$ cat config.mk
export PLATFORM = sky130hd
export DESIGN_NAME = flash_erase_seq
export DESIGN_NICKNAME = d
export VERILOG_FILES = /design/src/rtl/fes_pkg.sv /design/src/rtl/fes_timer.sv /design/src/rtl/fes_picker.sv /design/src/rtl/flash_erase_seq.sv
export SDC_FILE = /design/constraint.sdc
export NUM_CORES = 1
export LEC_CHECK = 0
export BUFFER_PORTS_ARGS = -buffer_cell sky130_fd_sc_hd__buf_4
export CAP_MARGIN = 40
export CORE_ASPECT_RATIO = 1.1
export CORE_MARGIN = 4
export CORE_UTILIZATION = 28
export CTS_CLUSTER_SIZE = 8
export DETAILED_ROUTE_END_ITERATION = 8
export RECOVER_POWER = 50
export SETUP_SLACK_MARGIN = 0.3
export SLEW_MARGIN = 5
export SYNTH_ARGS = -nofsm -noshare
export SYNTH_HDL_FRONTEND = slang
export SYNTH_SLANG_ARGS = --single-unit
$ cat constraint.sdc
create_clock -name clk -period 2.9 [get_ports clk]
set_clock_uncertainty 0.05 [all_clocks]
set_input_delay 0.58 -clock clk [delete_from_list [all_inputs] [get_ports clk]]
set_output_delay 0.58 -clock clk [all_outputs]
set_load 0.01 [all_outputs]
$ cat src/rtl/fes_pkg.sv
package fes_pkg;
  typedef enum logic [3:0] {
    ST_READ, ST_U1, ST_U2, ST_SETUP, ST_U3, ST_U4,
    ST_BYP, ST_SEL, ST_RUN, ST_WAIT, ST_ALLP, ST_ERR
  } seq_state_t;

  localparam logic [7:0] CMD_UNLK_A  = 8'hAA;
  localparam logic [7:0] CMD_UNLK_B  = 8'h55;
  localparam logic [7:0] CMD_SETUP   = 8'h80;
  localparam logic [7:0] CMD_CONFIRM = 8'h30;
  localparam logic [7:0] CMD_RESET   = 8'hF0;
  localparam logic [11:0] ADR_UNLK_A = 12'h555;
  localparam logic [11:0] ADR_UNLK_B = 12'h2AA;
endpackage

$ cat src/rtl/fes_timer.sv
module fes_timer #(
  parameter int COUNT = 12
) (
  input  logic clk,
  input  logic rst_n,
  input  logic load,
  input  logic en,
  output logic expired
);
  localparam int W = $clog2(COUNT + 1);
  logic [W-1:0] cnt;

  always_ff @(posedge clk or negedge rst_n) begin
    if (!rst_n)                    cnt <= '0;
    else if (load)                 cnt <= W'(COUNT - 1);
    else if (en && cnt != '0)      cnt <= cnt - 1'b1;
  end

  assign expired = en && !load && (cnt == '0);

  a_r5_cnt_bounded: assert property (@(posedge clk) disable iff (!rst_n)
    cnt <= W'(COUNT - 1));
endmodule

$ cat src/rtl/fes_picker.sv
module fes_picker #(
  parameter int N = 8
) (
  input  logic [N-1:0]         vec,
  output logic                 any,
  output logic [$clog2(N)-1:0] idx
);
  localparam int IW = $clog2(N);
  logic [N-1:0] first;

  assign first[0] = vec[0];
  generate
    for (genvar i = 1; i < N; i++) begin : g_first
      assign first[i] = vec[i] & ~(|vec[i-1:0]);
    end
  endgenerate

  always_comb begin
    idx = '0;
    for (int j = 0; j < N; j++)
      if (first[j]) idx = idx | IW'(j);
  end

  assign any = |vec;
endmodule

$ cat src/rtl/flash_erase_seq.sv
module flash_erase_seq
  import fes_pkg::*;
#(
  parameter int NUM_BLOCKS  = 8,
  parameter int ADDR_W      = 16,
  parameter int SEL_CYC     = 12,
  parameter int ALLPROT_CYC = 20
) (
  input  logic                          clk,
  input  logic                          rst_n,
  input  logic [ADDR_W-1:0]             bus_addr,
  input  logic [7:0]                    bus_wdata,
  input  logic                          bus_we,
  input  logic                          bus_re,
  output logic [7:0]                    bus_rdata,
  input  logic [7:0]                    array_rdata,
  input  logic                          bypass_en,
  input  logic [NUM_BLOCKS-1:0]         blk_protect,
  output logic                          eng_start,
  output logic [$clog2(NUM_BLOCKS)-1:0] eng_blk,
  input  logic                          eng_done,
  input  logic                          eng_fail,
  output logic                          busy
);
  localparam int BW = $clog2(NUM_BLOCKS);

  function automatic logic [BW-1:0] blk_of(input logic [ADDR_W-1:0] a);
    return a[ADDR_W-1 -: BW];
  endfunction

  function automatic logic [NUM_BLOCKS-1:0] below_mask(input logic [BW-1:0] i);
    logic [NUM_BLOCKS-1:0] m;
    for (int j = 0; j < NUM_BLOCKS; j++) m[j] = (j < int'(i));
    return m;
  endfunction

  seq_state_t state, state_n;
  logic [NUM_BLOCKS-1:0] list, list_n;
  logic [BW-1:0] cur, cur_n;
  logic err, err_n, tog;

  // named internal events
  logic wr_unlk_a, wr_unlk_b, wr_setup_ok, wr_confirm, wr_reset;
  logic sel_load, sel_expired, allp_load, allp_expired;
  logic pick_any, all_protected, show_status, status_read;
  logic [BW-1:0] pick_idx;

  assign wr_unlk_a   = bus_we && bus_wdata == CMD_UNLK_A && bus_addr[11:0] == ADR_UNLK_A;
  assign wr_unlk_b   = bus_we && bus_wdata == CMD_UNLK_B && bus_addr[11:0] == ADR_UNLK_B;
  assign wr_setup_ok = bus_we && bus_wdata == CMD_SETUP  && bus_addr[11:0] == ADR_UNLK_A;
  assign wr_confirm  = bus_we && bus_wdata == CMD_CONFIRM;
  assign wr_reset    = bus_we && bus_wdata == CMD_RESET;

  fes_picker #(.N(NUM_BLOCKS)) u_pick (.vec(list), .any(pick_any), .idx(pick_idx));

  fes_timer #(.COUNT(SEL_CYC)) u_sel_tmr (
    .clk(clk), .rst_n(rst_n), .load(sel_load),
    .en(state == ST_SEL), .expired(sel_expired));

  fes_timer #(.COUNT(ALLPROT_CYC)) u_allp_tmr (
    .clk(clk), .rst_n(rst_n), .load(allp_load),
    .en(state == ST_ALLP), .expired(allp_expired));

  assign all_protected = (list & ~blk_protect) == '0;

  always_comb begin
    state_n   = state;
    list_n    = list;
    cur_n     = cur;
    err_n     = err;
    sel_load  = 1'b0;
    allp_load = 1'b0;
    eng_start = 1'b0;
    case (state)
      ST_READ:  if (bus_we) begin
                  if (wr_unlk_a) state_n = ST_U1;
                  else if (bypass_en && bus_wdata == CMD_SETUP) state_n = ST_BYP;
                end
      ST_U1:    if (bus_we) state_n = wr_unlk_b   ? ST_U2    : ST_READ;
      ST_U2:    if (bus_we) state_n = wr_setup_ok ? ST_SETUP : ST_READ;
      ST_SETUP: if (bus_we) state_n = wr_unlk_a   ? ST_U3    : ST_READ;
      ST_U3:    if (bus_we) state_n = wr_unlk_b   ? ST_U4    : ST_READ;
      ST_U4, ST_BYP:
        if (bus_we) begin
          if (wr_confirm) begin
            list_n[blk_of(bus_addr)] = 1'b1;
            sel_load = 1'b1;
            state_n  = ST_SEL;
          end else state_n = ST_READ;
        end
      ST_SEL:
        if (wr_reset) begin
          list_n  = '0;
          state_n = ST_READ;
        end else if (wr_confirm) begin
          list_n[blk_of(bus_addr)] = 1'b1;
          sel_load = 1'b1;
        end else if (sel_expired) begin
          if (all_protected) begin
            allp_load = 1'b1;
            state_n   = ST_ALLP;
          end else state_n = ST_RUN;
        end
      ST_RUN:
        if (!pick_any) state_n = err ? ST_ERR : ST_READ;
        else if (blk_protect[pick_idx]) list_n[pick_idx] = 1'b0;
        else begin
          eng_start = 1'b1;
          cur_n     = pick_idx;
          state_n   = ST_WAIT;
        end
      ST_WAIT:
        if (eng_done) begin
          list_n[cur] = 1'b0;
          err_n   = err | eng_fail;
          state_n = ST_RUN;
        end
      ST_ALLP:
        if (allp_expired) begin
          list_n  = '0;
          state_n = ST_READ;
        end
      ST_ERR:
        if (wr_reset) begin
          err_n   = 1'b0;
          state_n = ST_READ;
        end
      default: state_n = ST_READ;
    endcase
  end

  assign busy        = state inside {ST_SEL, ST_RUN, ST_WAIT, ST_ALLP};
  assign show_status = busy || state == ST_ERR;
  assign status_read = bus_re && busy;
  assign eng_blk     = pick_idx;
  assign bus_rdata   = show_status ? {1'b0, tog, err, 1'b0, state == ST_SEL, 3'b000}
                                   : array_rdata;

  always_ff @(posedge clk or negedge rst_n) begin
    if (!rst_n) begin
      state <= ST_READ;
      list  <= '0;
      cur   <= '0;
      err   <= 1'b0;
      tog   <= 1'b0;
    end else begin
      state <= state_n;
      list  <= list_n;
      cur   <= cur_n;
      err   <= err_n;
      if (status_read) tog <= ~tog;
    end
  end

  // no block joins the list once the erase is under way
  a_r5_no_growth_running: assert property (@(posedge clk) disable iff (!rst_n)
    (state inside {ST_RUN, ST_WAIT}) |=> ((list & ~$past(list)) == '0));
  // a start only goes to the lowest pending block
  a_r6_ascending: assert property (@(posedge clk) disable iff (!rst_n)
    eng_start |-> ((list & below_mask(eng_blk)) == '0 && list[eng_blk]));
  // no new start while the engine is working
  a_r6_wait_done: assert property (@(posedge clk) disable iff (!rst_n)
    (state == ST_WAIT && !eng_done) |=> !eng_start);
  // protected blocks never reach the engine
  a_r7_no_protected_start: assert property (@(posedge clk) disable iff (!rst_n)
    eng_start |-> !blk_protect[eng_blk]);
  // toggle flips on every busy read
  a_r9_toggle_flips: assert property (@(posedge clk) disable iff (!rst_n)
    status_read |=> bus_rdata[6] != $past(bus_rdata[6]) || !show_status);
  // error state holds until the reset command
  a_r11_err_sticky: assert property (@(posedge clk) disable iff (!rst_n)
    (state == ST_ERR && !wr_reset) |=> state == ST_ERR);
  // reset command ignored while the engine runs
  a_r10_run_ignores_reset: assert property (@(posedge clk) disable iff (!rst_n)
    (state == ST_WAIT && wr_reset && !eng_done) |=> state == ST_WAIT);
endmodule

== Word-level counts from Yosys, hierarchy flattened ==
Index checks and enable logic that the tools add are counted.
Word-level totals
  input bits: 47
  register bits: 26
  output and inout bits: 13
Operators by class
  bitwise gates (word level): 24
  add/sub/neg operators: 2
  equal/unequal tests: 33
  reduce and logical (&&, ||, !) cells: 45
  muxes and demuxes: 67
  magnitude comparators: 6
Operators with widths (count)
  $mux 4: 19
  $mux 8: 8
  $pmux 4 s11: 1
  $pmux 8 s5: 1
  $and 8x8->8: 3
  $eq 8x8->1 const B: 3
  $not 8->8: 3
  $ne 2x2->1 const B: 11
  $mux 3: 7
  $logic_and 1x1->1: 19
  $mux 1: 18
  $eq 4x3->1 const B: 4
  $eq 4x4->1 const B: 4
  $reduce_and 13->1: 1
  $eq 12x10->1 const B: 1
  $eq 12x11->1 const B: 1
  $lt 3x4->1 const B: 3
  $ne 3x3->1 const B: 4
  $mux 2: 5
  $mux 5: 2
  $reduce_bool 5->1: 2
  $demux 1 s3: 3
  $ge 3x1->1 const B: 3
  $not 1->1: 9
  27 further kinds: 42

== Depth between registers and ports, before layout ==
Gate-level depths: netlist of run 1.
  depth in word-level cells: 18
  gate-level depth with buffers: 9

== Cells and area by module ==
A second synthesis of run 1 with hierarchy kept.
Unflattened totals
  cell total of the unflattened synthesis: 262
  area, all modules: 2243.4 um^2
Modules (own cells, without submodules)
  flash_erase_seq: instances 1, area each 1660.3 um^2, cells an instance 197
  fes_timer (u_allp_tmr): instances 1, area each 277.8 um^2, cells an instance 28
  fes_timer (u_sel_tmr): instances 1, area each 224.0 um^2, cells an instance 23
  fes_picker: instances 1, area each 81.3 um^2, cells an instance 14

== Least setup slack after synthesis of run 1 ==
No wires, ideal clock.
  kind: register to output
  from: register list[0]
  to: output port eng_start
  slack: -7 ps
  data arrival time: 2277 ps
  data required time: 2270 ps
  cell stages (with the launch flop): 8
  cell sequence: dfrtp_1 -> or4_1 -> buf_2 -> or4_1 -> buf_2 -> nand4_2 -> o211ai_4 -> nor4_4
Between the ends
  longest elaborated chain between the ends: 14
RTL lines
  from (decl): RTL line flash_erase_seq.sv:38  | logic [NUM_BLOCKS-1:0] list, list_n;
  from (signal assigned): RTL line flash_erase_seq.sv:148  | list <= list_n;
  $not 1->1 or $reduce_or 2->1 (tied branches): RTL line fes_picker.sv:14  | assign first[i] = vec[i] & ~(|vec[i-1:0]);
  $and 1x1->1 or $not 1->1 (tied branches): RTL line fes_picker.sv:14
  $mux 1 or $and 1x1->1 (tied branches): RTL line fes_picker.sv:21, fes_picker.sv:14
  $mux 2 (2 in a row): RTL line fes_picker.sv:21  | if (first[j]) idx = idx | IW'(j);
  $mux 3 (4 in a row): RTL line fes_picker.sv:21
  $bmux 1 s3: RTL line flash_erase_seq.sv:106  | else if (blk_protect[pick_idx]) list_n[pick_idx] = 1'b0;
  $mux 1 (implied by the code): RTL line flash_erase_seq.sv:106
  $mux 1: RTL line flash_erase_seq.sv:106
  $mux 1 (*): RTL line flash_erase_seq.sv:105  | if (!pick_any) state_n = err ? ST_ERR : ST_READ;
  $mux 1 (*): RTL line flash_erase_seq.sv:74  | case (state)
  to (decl): RTL line flash_erase_seq.sv:19  | output logic eng_start,
Mark *: on every way between the ends. The rest lies on a longest branch, timed or not. The select of a mux whose other input is x is not followed.

== Worst setup path in the final report of run 1 ==
  from: register list[3]
  to: output port eng_start
Between the ends
  longest elaborated chain between the ends: 12
RTL lines (RTL line)
  $reduce_or 4->1: fes_picker.sv:14
  $not 1->1: fes_picker.sv:14
  $and 1x1->1: fes_picker.sv:14
  $mux 3 (4 in a row): fes_picker.sv:21
  $bmux 1 s3: flash_erase_seq.sv:106
  $mux 1 (implied by the code): flash_erase_seq.sv:106
  $mux 1: flash_erase_seq.sv:106
  $mux 1 (*): flash_erase_seq.sv:105
  $mux 1 (*): flash_erase_seq.sv:74
Marked as above.

==> impl_results.md, run 1 <==
* Top cell by count, worst path: or4_4
* Crit path DAT at 2.48 ns
* Levels on crit path at 6
* Row count at 33
* Max Clk Rate at 0.322 GHz
* CTS sink count at 26
* Total CTS buffers at 3
* Starting Density at 0.289
* Die area at 0.00918 mm^2
* # Max-Cap Violations at 0
* Final Max Tran Viols at 0
* Total of fill cells in the finished design at 764
* Slew margin rel. at 0.0169
* Register area share after synthesis at 0.301
* Setup TNS Final at -0.234 ns
* Leak Pwr at 1.29 nW
* Ys async rst share at 1.00
* Root Driver: clkbuf_8
* Die Ht at 100 um
* Crit share post-route at 1.07
* Nets@finish at 395
* Placed Instances at 439
* Power Dens Cells at 570 mW/mm^2
* Cell area after synthesis at 0.00216 mm^2
* Syn_nets at 313
* Critical Path Sink Type: output pin
* Number of global-route vias before repair at 2335
* Final setup viols at 2
* Hold Startpoint: tog
* Post-CTS Hold Fix Bufs at 0
* Final instance area at 0.00307 mm^2
* Vias/cell at 5.18
* Crit-path cells: or4_4 > or4_4 > nand4_4 > o211ai_4 > nor4_4 > buf_4
* Worst skew pair latency at 0.28 ns
* Final hold violation count at 0
* Run status: finished, violations left
* Setup ws final at -0.208 ns
* Initial DRT Pass Iterations at 4
* CP Data Required Time at 2.27 ns
* Cells after synthesis at 263
* Initial DRC Count at 143
* R2r endpoint: list[0]
* Worst reg2reg path startpoint: list[3]
* H-tree Lvls at 1
* Ys flop type: dfrtp_1
* DRT Wirelength at 6.65 mm
* Initial antenna violation count at 0
* CP Launch Point: list[3]
* Failing checks: negative setup slack
* First-pass GRT wire length at 11.0 mm
* Final Critical Period at 3.11 ns
* HPWL Detailed at 5.23 mm
* Final ANT Viol Nets at 0
* Critical-path top delay cell: or4_4
* Pin count of the biggest net entering global routing at 27
* Synth area leader: dfrtp_1
* Via count at 2326
* Io pins at 60
* R2R setup slack at 0.01 ns
* GRT Total Usage at 0.145
* Post-synth EDFFs at 0
* Worst-margin pin slew at 1.47 ns
* CP endpoint: eng_start
* Hold WS at 0.414 ns
* GPL Wtd Cong at 0.847
* Layout cells sized above 1 at 0.358
* Number of buffers added on ports at 58
* Synthesis-stage register bit count at 26
* Crit-path max FO at 2
* Ys Warns at 0
* CTS max path bufs at 2
* RSZ-0062 raised after global routing: yes
* Clk pin slew, worst setup/hold paths at 0.10 ns
* Worst path bufs/invs at 1
* Reg2reg path depth at 11
* # diodes at 0
* Delay-heaviest family, CP: simple AND/OR/NAND/NOR gates
* Core area at 0.00747 mm^2
* Dpl cell area at 0.00285 mm^2
* Worst vdd rail ir drop at 240 uV
* Finished Layout Cells at 449
* DRC at 0
* Ranking of synthesized cells by area: dfrtp_1, nand2_1, nor2_1
* Global route overflow at 0
* Max stage delay on crit path at 0.56 ns
* Hold WC Path Type: reg2reg
* CP Class: reg2out
* Startpoint type of the worst setup path: flip-flop
* TritonCTS clock tree: built
* Layout overhead on the synthesized area at 42.4%
* Die X at 91.7 um
* Post-synth cell types at 60
* Avg WL per Cell at 14.8 um
* Average size of a mapped cell at 8.21 um^2
* Synth top area share at 0.301
cell type report:
cell class                 instances  area [um^2]  area share
inverter                          12         45.0      0.0147
timing repair buffer              84          634       0.206
clock inverter                     1         30.0     0.00977
clock buffer                       3         41.3      0.0134
multi-input combinational        218         1540       0.500
sequential                        26          653       0.213
tap                              105          131      0.0428
routing by layer:
layer / vias up / routed length [um] / track usage / part of all wire
met1: 1079 / 2970 / 0.191 / 0.45
met2: 85 / 3150 / 0.242 / 0.47
met3: 8 / 427 / 0.0255 / 0.064
li1: 1154 / - / - / -
met4: 0 / 97 / 0.0423 / 0.015
met5: - / 0 / 0 / 0
state kept, by name, indices dropped and copies added (netlist names):
signal          cells
tog                 1
cur                 3
list                8
err                 1
u_sel_tmr.cnt       4
state               4
u_allp_tmr.cnt      5
cell families after synthesis:
| kind of cell | Yosys count | share of synthesized area |
|---|---|---|
| buffers and inverters | 19 | 0.0342 |
| XOR/XNOR | 7 | 0.0284 |
| AND/OR/NAND/NOR | 135 | 0.351 |
| adder cells (fa/ha/maj) | 3 | 0.0174 |
| AO/OA/AOI/OAI | 65 | 0.223 |
| multiplexers | 8 | 0.0446 |
| flip-flops | 26 | 0.301 |
worst min-delay path by stage:
| stage | end | depth (start not counted) |
|---|---|---|
| after CTS | list[1] | 1 |
| after global placement | tog | 1 |
| final | tog | 1 |
| after global routing | tog | 1 |
| after detailed placement | tog | 1 |
| after floorplan | cur[0] | 0 |
synthesized netlist by cell type (2+ instances only):
cell type / n
or4_1: 3
mux2_4: 2
nor4bb_1: 3
o22ai_1: 3
nor3_1: 3
o221ai_1: 2
and3_1: 9
or3_1: 3
buf_2: 2
xor2_1: 3
nor4_1: 7
a41oi_1: 4
a211oi_1: 2
o21ai_0: 5
nand2_1: 30
nand4_1: 3
o211ai_1: 7
nand3_1: 11
o41ai_1: 2
xnor2_1: 4
nand2b_1: 12
o311ai_0: 2
nor2b_1: 7
or2_2: 3
clkbuf_1: 5
nand4b_1: 3
a21oi_1: 16
ha_1: 3
mux2_1: 3
nor2_1: 25
inv_1: 12
and2_1: 3
o21ai_1: 2
dfrtp_1: 26
a31oi_1: 5
mux2_2: 2
o2111ai_1: 3
what timing repair did:
item	4_1_cts	5_1_grt
pin swaps	7	3
setup buffers	4	2
resized for setup	13	14
endpoints found under the setup margin	16	19
where the power goes:
group | internal [W] | switching [W] | total [W]
clock network | 0.000185 | 0.000121 | 0.000306
registers | 0.000444 | 0.0000893 | 0.000533
logic | 0.000437 | 0.000475 | 0.000912
worst reg2reg max path, cell delays in order, from the launching register on:
cell and delay (ns):
dfrtp_1 0.39, or4_4 0.55, or4_4 0.56, nand4_4 0.09, o211ai_4 0.09, buf_4 0.15, buf_4 0.12, buf_4 0.14
nor4_4 0.32, a2111oi_4 0.06, buf_6 0.17, a21oi_2 0.14
per-stage QoR:
stage | setup slack, ns | util | power (W)
after floorplan | 0.00454 | - | 0.00108
after global placement | 0.0777 | 0.381 | 0.00137
after detailed placement | 0.0486 | 0.381 | 0.00137
after CTS | -0.211 | 0.403 | 0.00174
after global routing | -0.271 | 0.411 | 0.00190
final | -0.208 | 0.411 | 0.00175
cells in the final DEF, fill, tap and decap left out, drive strengths merged, types with 3 or more instances in the layout:
master,netlist,layout
buf,2,83
nand2,30,30
dfrtp,26,26
nor2,25,25
a21oi,17,17
nand2b,12,12
inv,12,12
nand3,12,12
and3,9,9
nor4,9,9
o211ai,8,8
nor2b,7,7
o21ai,7,7
mux2,7,7
a31oi,5,5
xnor2,4,4
a41oi,4,4
or2,4,4
nand4,4,4
clkbuf,5,4
and2,3,3
xor2,3,3
o2111ai,3,3
o22ai,3,3
nor4bb,3,3
nand4b,3,3
or3,3,3
ha,3,3
or4,3,3
nor3,3,3
Power figures use the tool's default switching activity.
==> inputs of run 2 (changes only) <==
--- a/config.mk
+++ b/config.mk
@@ -7,12 +7,13 @@
 export LEC_CHECK = 0
 export BUFFER_PORTS_ARGS = -buffer_cell sky130_fd_sc_hd__buf_4
 export CAP_MARGIN = 40
-export CORE_ASPECT_RATIO = 1.1
+export CORE_ASPECT_RATIO = 1.75
 export CORE_MARGIN = 4
 export CORE_UTILIZATION = 28
 export CTS_CLUSTER_SIZE = 8
 export DETAILED_ROUTE_END_ITERATION = 8
 export RECOVER_POWER = 50
+export REMOVE_ABC_BUFFERS = 1
 export SETUP_SLACK_MARGIN = 0.3
 export SLEW_MARGIN = 5
 export SYNTH_ARGS = -nofsm -noshare
==> run 2 against run 1 <==
Against the previous run:
- the flow still finishes with violations (negative setup slack)
- clock power increased by 33%
- core utilization shrank 0.18 points
- critical endpoint unchanged
- hold slack improved by 0.0071 ns
- first-iteration DRC count up 5.6%
- setup slack improved by 0.061 ns
- die area is 0.59% higher
- final area is 0.12% higher
- count of clock-buffer cells in the layout did not move
==> impl_results.md, run 2 (synthesized netlist as in run 1, its figures left out) <==
* Run status: finished, violations left (unchanged)
* Failing checks: negative setup slack (unchanged)
* Combinational share of power at 0.491 (was 0.521)
* DRT Wirelength at 7.29 mm (was 6.65 mm)
* Vias/cell at 5.58 (was 5.18)
* Most flops, register: list (unchanged)
* Clk pin slew, worst setup/hold paths at 0.07 ns (was 0.10 ns)
* Dpl cell area at 0.00283 mm^2 (was 0.00285 mm^2)
* Layout cells sized above 1 at 0.343 (was 0.358)
* Reg2reg path depth at 11 (unchanged)
* Most common cell after layout, fill and taps aside: buf_4 (unchanged)
* Nets@finish at 395 (unchanged)
* Io pins at 60 (unchanged)
* Final instance area at 0.00308 mm^2 (was 0.00307 mm^2)
* Overall Power at 0.00187 W (was 0.00175 W)
* CTS sink count at 26 (unchanged)
* Top Registers: list (8), u_allp_tmr.cnt (5) (unchanged)
* Share of total power in the clock network at 0.217 (was 0.175)
* Max Clk Rate at 0.328 GHz (was 0.322 GHz)
* Final setup viols at 1 (was 2)
* Core area at 0.00751 mm^2 (was 0.00747 mm^2)
* Final hold violation count at 0 (unchanged)
* Placed Instances at 422 (was 439)
* CTS max path bufs at 2 (unchanged)
* Die Ht at 124 um (was 100 um)
* GPL Wtd Cong at 0.905 (was 0.847)
* Number of global-route vias before repair at 2474 (was 2335)
* Row count at 42 (was 33)
* RSZ-0062 raised after global routing: yes (unchanged)
* Root Driver: clkbuf_16 (was clkbuf_8)
* Crit path DAT at 2.42 ns (was 2.48 ns)
* Number of flip-flops in the largest register at 8 (unchanged)
* NetSw at 0.000711 W (was 0.000686 W)
* R2r endpoint: list[1] (was list[0])
* Startpoint type of the worst setup path: flip-flop (unchanged)
* Crit share post-route at 1.05 (was 1.07)
* Commonest cells after routing, fill and taps aside: buf_4, nand2_1, nor2_1 (was buf_4, nand2_1, dfrtp_1)
* R2R setup slack at 0.15 ns (was 0.01 ns)
* Setup TNS Final at -0.147 ns (was -0.234 ns)
* Setup ws final at -0.147 ns (was -0.208 ns)
* GRT Total Usage at 0.157 (was 0.145)
* Hold WC Path Type: reg2reg (unchanged)
* # Max-Cap Violations at 0 (unchanged)
* CP Data Required Time at 2.27 ns (about the same)
* H-tree Lvls at 1 (unchanged)
* First-pass GRT wire length at 11.3 mm (was 11.0 mm)
* Slew margin rel. at 0.0320 (was 0.0169)
* Initial DRT Pass Iterations at 4 (unchanged)
* Switching part of the total power at 0.380 (was 0.392)
* Total CTS buffers at 3 (unchanged)
* Number of buffers added on ports at 58 (unchanged)
* Avg WL per Cell at 16.9 um (was 14.8 um)
* DRC at 0 (unchanged)
* Max stage delay on crit path at 0.54 ns (was 0.56 ns)
* Worst skew pair latency at 0.26 ns (was 0.28 ns)
* Via count at 2410 (was 2326)
* Leak Pwr at 1.30 nW (was 1.29 nW)
* Worst vdd rail ir drop at 257 uV (was 240 uV)
* Top cell by count, worst path: or4_4 (unchanged)
* Int Pwr at 0.00116 W (was 0.00107 W)
* Post-CTS Hold Fix Bufs at 0 (unchanged)
* Total of fill cells in the finished design at 787 (was 764)
* Power Dens Cells at 608 mW/mm^2 (was 570 mW/mm^2)
* Die area at 0.00923 mm^2 (was 0.00918 mm^2)
* Critical Path Sink Type: output pin (unchanged)
* Global route overflow at 0 (unchanged)
* Final Max Tran Viols at 0 (unchanged)
* Critical-path top delay cell: or4_4 (unchanged)
* Starting Density at 0.287 (was 0.289)
* TritonCTS clock tree: built (unchanged)
* Seq pwr share at 0.292 (was 0.304)
* Worst reg2reg path startpoint: list[0] (was list[3])
* HPWL Detailed at 5.80 mm (was 5.23 mm)
* # diodes at 0 (unchanged)
* Worst-margin pin slew at 1.45 ns (was 1.47 ns)
* Die X at 74.4 um (was 91.7 um)
* Initial DRC Count at 151 (was 143)
* Final ANT Viol Nets at 0 (unchanged)
* Crit-path cells: or4_4 > or4_4 > nand3_2 > a21oi_2 > nor4_4 > buf_4 (was or4_4 > or4_4 > nand4_4 > o211ai_4 > nor4_4 > buf_4)
* Pin count of the biggest net entering global routing at 27 (unchanged)
* Layout overhead on the synthesized area at 42.6% (was 42.4%)
* CP Launch Point: list[0] (was list[3])
* CP endpoint: eng_start (unchanged)
* Crit-path max FO at 3 (was 2)
* Finished Layout Cells at 432 (was 449)
* Final Critical Period at 3.05 ns (was 3.11 ns)
* Hold WS at 0.421 ns (was 0.414 ns)
* Initial antenna violation count at 0 (unchanged)
* CP Class: reg2out (unchanged)
## run 2: changes by cell type in the layout (fill, tap and decap cells not counted), moves of 2 or more
cell / change
clkbuf_1: +3
buf_6: +3
nor2_1: +2
buf_4: -6
nor2_2: -2
clkbuf_16: +3
clkbuf_8: -3
## run 2: how the worst min path moves through the flow
stage	start	end	slack, ns	depth (start not counted)
4_1_cts	rst_n	u_allp_tmr.cnt[0]	0.18	1
2_1_floorplan	rst_n	cur[0]	0.23	0
5_1_grt	tog	tog	0.45	1
6_report	tog	tog	0.42	1
3_5_place_dp	tog	tog	0.41	1
3_3_place_gp	tog	tog	0.41	1
## run 2: power groups by stage
stage | Clock, W | Sequential (W) | Combinational [W]
2_1_floorplan | 0 | 0.000514 | 0.000545
3_3_place_gp | 0 | 0.000544 | 0.000831
3_5_place_dp | 0 | 0.000547 | 0.000842
4_1_cts | 0.000414 | 0.000540 | 0.000859
5_1_grt | 0.000431 | 0.000560 | 0.00101
6_report | 0.000406 | 0.000546 | 0.000917
## run 2: cell type report
class | instances | area, um^2 | area share
timing repair buffer | 84 | 634 | 0.206
inverter | 12 | 45.0 | 0.0146
clock buffer | 3 | 75.1 | 0.0244
tap | 88 | 110 | 0.0358
clock inverter | 1 | 30.0 | 0.00976
sequential | 26 | 653 | 0.212
multi-input combinational | 218 | 1530 | 0.497
## run 2: per-stage QoR
step | util | setup WS [ns]
after floorplan | - | 0.00167
after global placement | 0.376 | 0.0217
after CTS | 0.397 | -0.158
after detailed placement | 0.376 | 0.0393
after global routing | 0.409 | -0.207
final | 0.409 | -0.147
## run 2: critical path: cells and delay by family, from the launching register on
family / cells / cell delay [ns]
AOI/OAI and AO/OA: 1 / 0.07
buffers and inverters: 1 / 0.19
and+or+nand+nor: 4 / 1.52
DFF: 1 / 0.37
## run 2: layer usage
metal  wire length [um]  global-route usage  vias to the layer above
li1                   -                   -                     1154
met1               2560               0.153                     1163
met2               4060               0.306                       70
met3                345              0.0162                       23
met4                322              0.0857                        0
met5                  0                   0                        -
## run 2: what timing repair did
| item | 4_1_cts | 5_1_grt |
|---|---|---|
| setup endpoints to repair | 16 | 19 |
| gates resized for setup | 8 | 21 |
| setup buffers | 3 | 3 |
| pin swaps | 3 | 2 |
==> inputs of run 3 (changes only) <==
--- a/config.mk
+++ b/config.mk
@@ -7,11 +7,12 @@
 export LEC_CHECK = 0
 export BUFFER_PORTS_ARGS = -buffer_cell sky130_fd_sc_hd__buf_4
 export CAP_MARGIN = 40
-export CORE_ASPECT_RATIO = 1.75
+export CORE_ASPECT_RATIO = 0.8
 export CORE_MARGIN = 4
 export CORE_UTILIZATION = 28
 export CTS_CLUSTER_SIZE = 8
 export DETAILED_ROUTE_END_ITERATION = 8
+export GPL_ROUTABILITY_DRIVEN = 1
 export RECOVER_POWER = 50
 export REMOVE_ABC_BUFFERS = 1
 export SETUP_SLACK_MARGIN = 0.3
==> run 3 against run 2 <==
Against the previous run:
- sequential share of layout area is 0.32 points higher
- the flow still finishes with violations (negative setup slack)
- power is 6.5% lower
- register-to-register slack worse by 0.09 ns
==> impl_results.md, run 3 (synthesized netlist as in run 1, its figures left out) <==
* Run status: finished, violations left (unchanged)
* Failing checks: negative setup slack (unchanged)
* Worst skew pair latency at 0.28 ns (was 0.26 ns)
* RSZ-0062 raised after global routing: yes (unchanged)
* Initial antenna violation count at 0 (unchanged)
* Avg WL per Cell at 15.5 um (was 16.9 um)
* Final Max Tran Viols at 0 (unchanged)
* Number of flip-flops in the largest register at 8 (unchanged)
* Total of fill cells in the finished design at 753 (was 787)
* Commonest cells after routing, fill and taps aside: buf_4, nand2_1, nor2_1, dfrtp_1, a21oi_1 (was buf_4, nand2_1, nor2_1)
* Slew margin rel. at 0.0263 (was 0.0320)
* Layout overhead on the synthesized area at 40.5% (was 42.6%)
* Hold WC Path Type: reg2reg (unchanged)
* Starting Density at 0.289 (was 0.287)
* Power Dens Cells at 577 mW/mm^2 (was 608 mW/mm^2)
* Post-placement setup slack at 0.0728 ns (was 0.0393 ns)
* Row count at 28 (was 42)
* H-tree Lvls at 1 (unchanged)
* Setup TNS Final at -0.0997 ns (was -0.147 ns)
* Initial DRC Count at 288 (was 151)
* Most common cell after layout, fill and taps aside: buf_4 (unchanged)
* Max Clk Rate at 0.333 GHz (was 0.328 GHz)
* DRC at 0 (unchanged)
* Top Registers: list (8), u_allp_tmr.cnt (5) (unchanged)
* Io pins at 60 (unchanged)
* Critical Path Sink Type: output pin (unchanged)
* Global route overflow at 0 (unchanged)
* Number of global-route vias before repair at 2385 (was 2474)
* Final instance area at 0.00303 mm^2 (was 0.00308 mm^2)
* GRT Total Usage at 0.155 (was 0.157)
* # diodes at 0 (unchanged)
* GPL Wtd Cong at 0.877 (was 0.905)
* Leak Pwr at 1.30 nW (about the same)
* Setup ws final at -0.0997 ns (was -0.147 ns)
* Layout cells sized above 1 at 0.328 (was 0.343)
* CP Data Required Time at 2.27 ns (about the same)
* CTS max path bufs at 2 (unchanged)
* TritonCTS clock tree: built (unchanged)
* Post-CTS Hold Fix Bufs at 0 (unchanged)
* Worst vdd rail ir drop at 269 uV (was 257 uV)
* Final ANT Viol Nets at 0 (unchanged)
* Overall Power at 0.00175 W (was 0.00187 W)
* Total CTS buffers at 3 (unchanged)
* Hold WS at 0.420 ns (was 0.421 ns)
* Nets@finish at 396 (was 395)
* Crit path DAT at 2.37 ns (was 2.42 ns)
* CP Launch Point: list[0] (unchanged)
* CP Class: reg2out (unchanged)
* Via count at 2419 (was 2410)
* Worst reg2reg path startpoint: list[0] (unchanged)
* Final hold violation count at 0 (unchanged)
* Vias/cell at 5.38 (was 5.58)
* Crit share post-route at 1.03 (was 1.05)
* Worst-margin pin slew at 1.46 ns (was 1.45 ns)
* Most flops, register: list (unchanged)
* Final setup viols at 1 (unchanged)
* Die area at 0.00919 mm^2 (was 0.00923 mm^2)
* Pin count of the biggest net entering global routing at 27 (unchanged)
* Final Critical Period at 3.00 ns (was 3.05 ns)
* DRT Wirelength at 6.97 mm (was 7.29 mm)
* Clk pin slew, worst setup/hold paths at 0.10 ns (was 0.07 ns)
* Crit-path max FO at 3 (unchanged)
* Root Driver: clkbuf_8 (was clkbuf_16)
* First-pass GRT wire length at 11.7 mm (was 11.3 mm)
* Die Ht at 86.5 um (was 124 um)
* CTS sink count at 26 (unchanged)
* Startpoint type of the worst setup path: flip-flop (unchanged)
* Dpl cell area at 0.00285 mm^2 (was 0.00283 mm^2)
* Initial DRT Pass Iterations at 5 (was 4)
* Die X at 106 um (was 74.4 um)
* Core area at 0.00746 mm^2 (was 0.00751 mm^2)
* # Max-Cap Violations at 0 (unchanged)
* Hold Startpoint: tog (unchanged)
* Number of buffers added on ports at 58 (unchanged)
* HPWL Detailed at 5.48 mm (was 5.80 mm)
-- run 3: cell types whose count changed in the layout (fill, tap and decap cells not counted), sizes merged --
cell	change
buf	+3
clkbuf	-2
-- run 3: timing repair --
item,4_1_cts,5_1_grt
endpoints found under the hold margin,0,0
setup buffers,6,0
setup endpoints to repair,16,18
resized for setup,13,5
pin swaps,2,1
-- run 3: final cells by class --
class | count | area [um^2] | share of cell area
Sequential cell | 26 | 653 | 0.215
Clock buffer | 3 | 41.3 | 0.0136
Inverter | 12 | 45.0 | 0.0149
Tap cell | 105 | 131 | 0.0433
Multi-Input combinational cell | 218 | 1490 | 0.490
Clock inverter | 1 | 30.0 | 0.00991
Timing Repair Buffer | 85 | 646 | 0.213
-- run 3: report_power, final --
part / internal, W / total [W] / switching (W)
Combinational: 0.000436 / 0.000900 / 0.000464
Sequential: 0.000443 / 0.000541 / 0.0000978
Clock: 0.000185 / 0.000307 / 0.000123
-- run 3: final timing paths --
check	to	slack [ns]	depth (start not counted)
max	eng_start	-0.1	6
max in group asynchronous	state[1]	1.26	1
min in group asynchronous	u_allp_tmr.cnt[2]	0.58	1
min	tog	0.42	1
max reg2reg	state[1]	0.06	12
min reg2reg	tog	0.42	1
-- run 3: routing by layer --
metal / routed length (um) / global-route usage / share of wire / vias up
li1: - / - / - / 1160
met1: 3450 / 0.229 / 0.49 / 1163
met2: 3050 / 0.237 / 0.44 / 92
met4: 34 / 0.0224 / 0.0049 / 0
met3: 434 / 0.0328 / 0.062 / 4
met5: 0 / 0 / 0 / -
-- run 3: worst max-delay path, stage by stage (launching register included) --
cell,delay (ns)
dfrtp_1,0.39
or4_4,0.54
or4_4,0.52
nand3_2,0.08
a21oi_2,0.08
nor4_4,0.31
buf_4,0.17
-- run 3: through the flow --
stage / cells / util
2_1_floorplan: 256 / -
3_3_place_gp: 440 / 0.382
3_5_place_dp: 440 / 0.382
4_1_cts: 450 / 0.405
5_1_grt: 450 / 0.406
6_report: 450 / 0.406
